==> config.mk <==
export PLATFORM = sky130hd
export DESIGN_NAME = odd_lut_cmul
export DESIGN_NICKNAME = d
export VERILOG_FILES = /design/src/rtl/odd_lut_cmul.sv
export SDC_FILE = /design/constraint.sdc
export NUM_CORES = 1
export LEC_CHECK = 0
export BUFFER_PORTS_ARGS = -buffer_cell sky130_fd_sc_hd__buf_4
export CAP_MARGIN = 30
export CORE_ASPECT_RATIO = 1.5
export CORE_MARGIN = 2
export CORE_UTILIZATION = 45
export CTS_BUF_LIST = sky130_fd_sc_hd__clkbuf_16
export CTS_CLUSTER_SIZE = 10
export DETAILED_ROUTE_END_ITERATION = 6
export PLACE_DENSITY = 0.65
export REMOVE_ABC_BUFFERS = 1
export SYNTH_ARGS = -nofsm -noshare
export SYNTH_HDL_FRONTEND = slang
export SYNTH_SLANG_ARGS = --single-unit
==> constraint.sdc <==
create_clock -name clk -period 0.8 [get_ports clk]
set_input_delay 0.24 -clock clk [delete_from_list [all_inputs] [get_ports clk]]
set_output_delay 0.24 -clock clk [all_outputs]
set_load 0.01 [all_outputs]
==> src/rtl/odd_lut_cmul.sv <==
module odd_lut_cmul #(
  parameter int unsigned W = 8,
  parameter logic [W-1:0] COEF = W'(173)
) (
  input  logic           clk,
  input  logic           rst_n,
  input  logic [4:0]     x,
  output logic [W+4:0]   prod
);
  localparam int TW = W + 4;
  localparam int PW = W + 5;

  logic [TW-1:0] odd_tbl [8];
  logic          fold, sixteen, zero;
  logic [3:0]    xf;
  logic [2:0]    idx;
  logic [1:0]    k;
  logic [7:0]    sel;
  logic [TW-1:0] word, shifted, mag;
  logic [PW-1:0] res;

  // odd multiples 1A..15A
  for (genvar g = 0; g < 8; g++) begin : g_tbl
    assign odd_tbl[g] = TW'(COEF) * TW'(2 * g + 1);
  end

  // anti-symmetric fold around 16
  assign fold    = x[4] & (|x[3:0]);
  assign sixteen = (x == 5'd16);
  assign xf      = fold ? 4'(5'd0 - x) : x[3:0];
  assign zero    = (xf == 4'd0) & ~sixteen;

  // 4-to-3 address encoder plus shift control
  always_comb begin
    casez (xf)
      4'b???1: begin idx = xf[3:1];         k = 2'd0; end
      4'b??10: begin idx = {1'b0, xf[3:2]}; k = 2'd1; end
      4'b?100: begin idx = {2'b0, xf[3]};   k = 2'd2; end
      4'b1000: begin idx = 3'd0;            k = 2'd3; end
      default: begin idx = 3'd0;            k = 2'd0; end
    endcase
  end

  // 3-to-8 decoder, word lines held off for zero and sixteen
  assign sel = (zero | sixteen) ? 8'd0 : (8'd1 << idx);

  always_comb begin
    word = '0;
    for (int i = 0; i < 8; i++)
      if (sel[i]) word = word | odd_tbl[i];
  end

  // barrel shifter of 4:1 muxes
  always_comb begin
    case (k)
      2'd0:    shifted = word;
      2'd1:    shifted = {word[TW-2:0], 1'b0};
      2'd2:    shifted = {word[TW-3:0], 2'b0};
      default: shifted = {word[TW-4:0], 3'b0};
    endcase
  end

  // zero gate and direct 16A path
  assign mag = zero ? '0 : (sixteen ? {COEF, 4'b0} : shifted);

  // restore the folded half
  assign res = fold ? ({COEF, 5'b0} - PW'(mag)) : PW'(mag);

  always_ff @(posedge clk or negedge rst_n) begin
    if (!rst_n) prod <= '0;
    else        prod <= res;
  end

  p_prod_exact_r1: assert property (@(posedge clk) disable iff (!rst_n)
    $past(rst_n) |-> prod == PW'(PW'($past(x)) * PW'(COEF)));

  p_reset_clear_r2: assert property (@(posedge clk)
    !rst_n |-> prod == '0);

  p_onehot_word_r3: assert property (@(posedge clk) disable iff (!rst_n)
    $onehot0(sel));

  p_zero_noread_r5: assert property (@(posedge clk) disable iff (!rst_n)
    (x == 5'd0) |-> (sel == 8'd0 && mag == '0));

  p_sixteen_noread_r6: assert property (@(posedge clk) disable iff (!rst_n)
    (x == 5'd16) |-> sel == 8'd0);

  p_fold_sum_r7: assert property (@(posedge clk) disable iff (!rst_n)
    ($past(rst_n) && $past(x) > 5'd16) |->
      PW'(prod + PW'(PW'(6'd32 - $past(x)) * PW'(COEF))) == PW'({COEF, 5'b0}));
endmodule

==> metrics <==
Clock power frac=0.204; Die Ht=77.1 µm; Max VDD drop=1.59 mV; non-filler cells, final=337; Psw=1.68 mW; area delta synth->final=82.9%; largest family of logic cells by synthesized area=compound AO/OA/AOI/OAI gates; antenna violations before repair=0; clock buffer depth=2; Reg with most FFs=prod; Largest register FFs=13; Async SR Flop Fraction=1.00; final core occ=0.858; Pwr Density=1560 nW/µm²; Starting Density=0.469; Final Cycle Share=3.34; f_max=0.375 GHz; vias in the first global route=2,230; Final Critical Period=2.67 ns; Hold Violations, Final=0; Slew Viols, Final=0; Root Buffer=clkbuf_16; Slew HR=0.651; Top FF cell, synth=dfrtp_1; Wirelength per Cell=21.3 µm; IO Port Bufs=19; number of stages on the worst setup path=13; Int Power=2.89 mW; cell leakage power=1.29 nW; yosys warns=0; dpl hpwl=4350 µm; post-route DRC violation count=0; crit-path max FO=4; Comb pwr share=0.601; cell family with most CP delay=compound AO/OA/AOI/OAI gates; sequential share of the synthesized area=0.203; post-synthesis mux area share=0.0258; Ports=20; status=finished, violations left; simple-gate share of the synthesized area=0.231; First-pass DRT Iterations=7; CORE AREA=3420 µm²; CP required=0.92 ns; worst setup margin=-1.87 ns; Max-Cap Viols=0; CP arrival=2.79 ns; H-tree levels=1; Compound-Gate Fraction of Synth Area=0.396; Largest regs=prod x13; Synth Area in Adders=0.0313; Total GRT Usage=0.329; Max stage delay on crit path=0.44 ns; post-route ant nets=0; share of post-route cells with drive strength above 1=0.576; Layout Nets=307; Finish-stage setup viols=26; CTS tree=built; wirelength, routed=7180 µm; DR vias/cell=6.48; n_diodes=0; clk slew on worst S/H paths=0.04 ns; CTS buffer count=3; pin count of the biggest net entering global routing=14; routed vias=2,183; Placed Cells=320; WP buf/inv=3; worst hold path class=in2async; synthesized area per cell=8.13 µm²; Switching Share=0.367; num rows=26; crit path cell chain=buf_8 > inv_4 > ha_4 > or3b_4 > a211oi_4 > o211a_4 > buf_6 > xnor2_4 > a22o_1 > a221oi_4 > nor2_4 > a311oi_2 > xnor2_1; die width=52.7 µm; Post-synth EDFFs=0; first-pass GRT wire length=10,000 µm; #FFs+latches synth=13; Worst-Margin Slew=0.523 ns; crit path kind=in2reg; Crit-path slowest cell=a221oi_4; RSZ-0062 raised after global routing=yes; Setup crit end kind=register; Gate Count Post-Synth=197; area of the die=4060 µm²; Sequential Power Share=0.195; Netlist cell types=66; cell area after synthesis=1600 µm²; clk sinks=13; XOR/XNOR Fraction of Synth Area=0.0492; DRT iter0 DRCs=151; GPL Wtd Cong=0.945; CP startpoint kind=input pin; gr ovfl total=0; Final TNS setup=-23.28 ns; violated checks=setup timing
==> through the flow <==
stage                     worst slack (ns)  cell area (µm²)  hold slack, ns  power, mW
after floorplan                      -2.36             1520         -0.0556       1.82
after global placement               -2.25             2280          0.0839       2.72
after detailed placement             -2.35             2280          0.0880       2.77
after CTS                            -1.79             2780           0.380       4.23
after global routing                 -1.95             2930           0.409       4.78
final                                -1.87             2930           0.387       4.57
==> path summary, 6_finish.rpt <==
check                       from       end  slack (ns)
worst min-delay path       rst_n   prod[5]        0.39
worst max-delay path        x[1]  prod[10]       -1.87
max in group asynchronous  rst_n  prod[11]        0.25
min in group clk            x[4]  prod[11]        0.53
==> final cells by class <==
cell class                 instances  area, µm²
clock buffer                       3       75.1
inverter                           6       30.0
fill                             188        487
multi-input combinational        165       1530
clock inverter                     1       3.75
sequential                        13        325
tap                               42       52.6
timing repair buffer             107        916
==> layout by cell type, fill, tap and decap left out, types with 3 or more instances in the layout <==
| cell type | synthesis | layout |
|---|---|---|
| a211oi_2 | 2 | 3 |
| a21o_1 | 5 | 5 |
| a21oi_1 | 11 | 3 |
| a21oi_2 | 0 | 7 |
| and2_1 | 4 | 4 |
| and3_1 | 4 | 3 |
| buf_4 | 1 | 81 |
| buf_6 | 3 | 22 |
| clkbuf_16 | 0 | 3 |
| dfrtp_1 | 13 | 13 |
| inv_1 | 6 | 3 |
| nand2_1 | 14 | 12 |
| nand2b_1 | 5 | 5 |
| nand3_1 | 4 | 3 |
| nor2_1 | 17 | 13 |
| nor2b_1 | 6 | 6 |
| o211ai_1 | 4 | 4 |
| o21ai_0 | 8 | 6 |
| o21ai_2 | 1 | 7 |
| o31ai_1 | 6 | 4 |
| xnor2_1 | 7 | 4 |
==> routing by layer <==
metal | GRT usage | vias up | part of all wire
li1 | - | 945 | -
met1 | 0.285 | 1031 | 0.31
met2 | 0.603 | 150 | 0.54
met3 | 0.0292 | 57 | 0.063
met4 | 0.313 | 0 | 0.084
met5 | 0 | - | 0
==> Yosys cell counts (all sizes together), types with 3 or more instances <==
| library cell | count | area share |
|---|---|---|
| and3 | 4 | 0.016 |
| o21ai | 15 | 0.049 |
| a211oi | 5 | 0.030 |
| buf | 7 | 0.035 |
| clkbuf | 6 | 0.014 |
| o31ai | 6 | 0.028 |
| xnor2 | 7 | 0.038 |
| nor2 | 17 | 0.040 |
| nor2b | 6 | 0.023 |
| a21oi | 11 | 0.034 |
| mux2i | 3 | 0.019 |
| a21o | 5 | 0.023 |
| o211ai | 4 | 0.019 |
| dfrtp | 13 | 0.20 |
| nand3 | 4 | 0.013 |
| ha | 4 | 0.031 |
| a221oi | 3 | 0.020 |
| nand2b | 5 | 0.020 |
| nand2 | 14 | 0.033 |
| and2 | 5 | 0.020 |
| inv | 6 | 0.014 |
==> power groups by stage <==
stage,sequential [mW],clock [mW],combinational (mW)
2_1_floorplan,0.942,0,0.875
3_3_place_gp,0.862,0,1.86
3_5_place_dp,0.864,0,1.91
4_1_cts,0.888,0.934,2.41
5_1_grt,0.903,0.984,2.90
6_report,0.891,0.934,2.75
==> what timing repair did <==
item                       in CTS  in global routing
pin swaps                      25                 13
hold endpoints to repair       13                  0
setup endpoints to repair      26                 26
resized for setup              72                 27
buffers inserted                9                  4
hold buffers                    1                  0
==> kinds of logic (layout without fill, tap and decap cells) <==
logic type / Yosys count / in the layout
buffers and inverters: 19 / 117
AOI/OAI and AO/OA: 79 / 79
DFF: 13 / 13
muxes: 4 / 4
adders and majority gates: 4 / 4
xor gates and xnor gates: 9 / 9
and+or+nand+nor: 69 / 69
No activity file was read; power rests on OpenSTA's default activity.
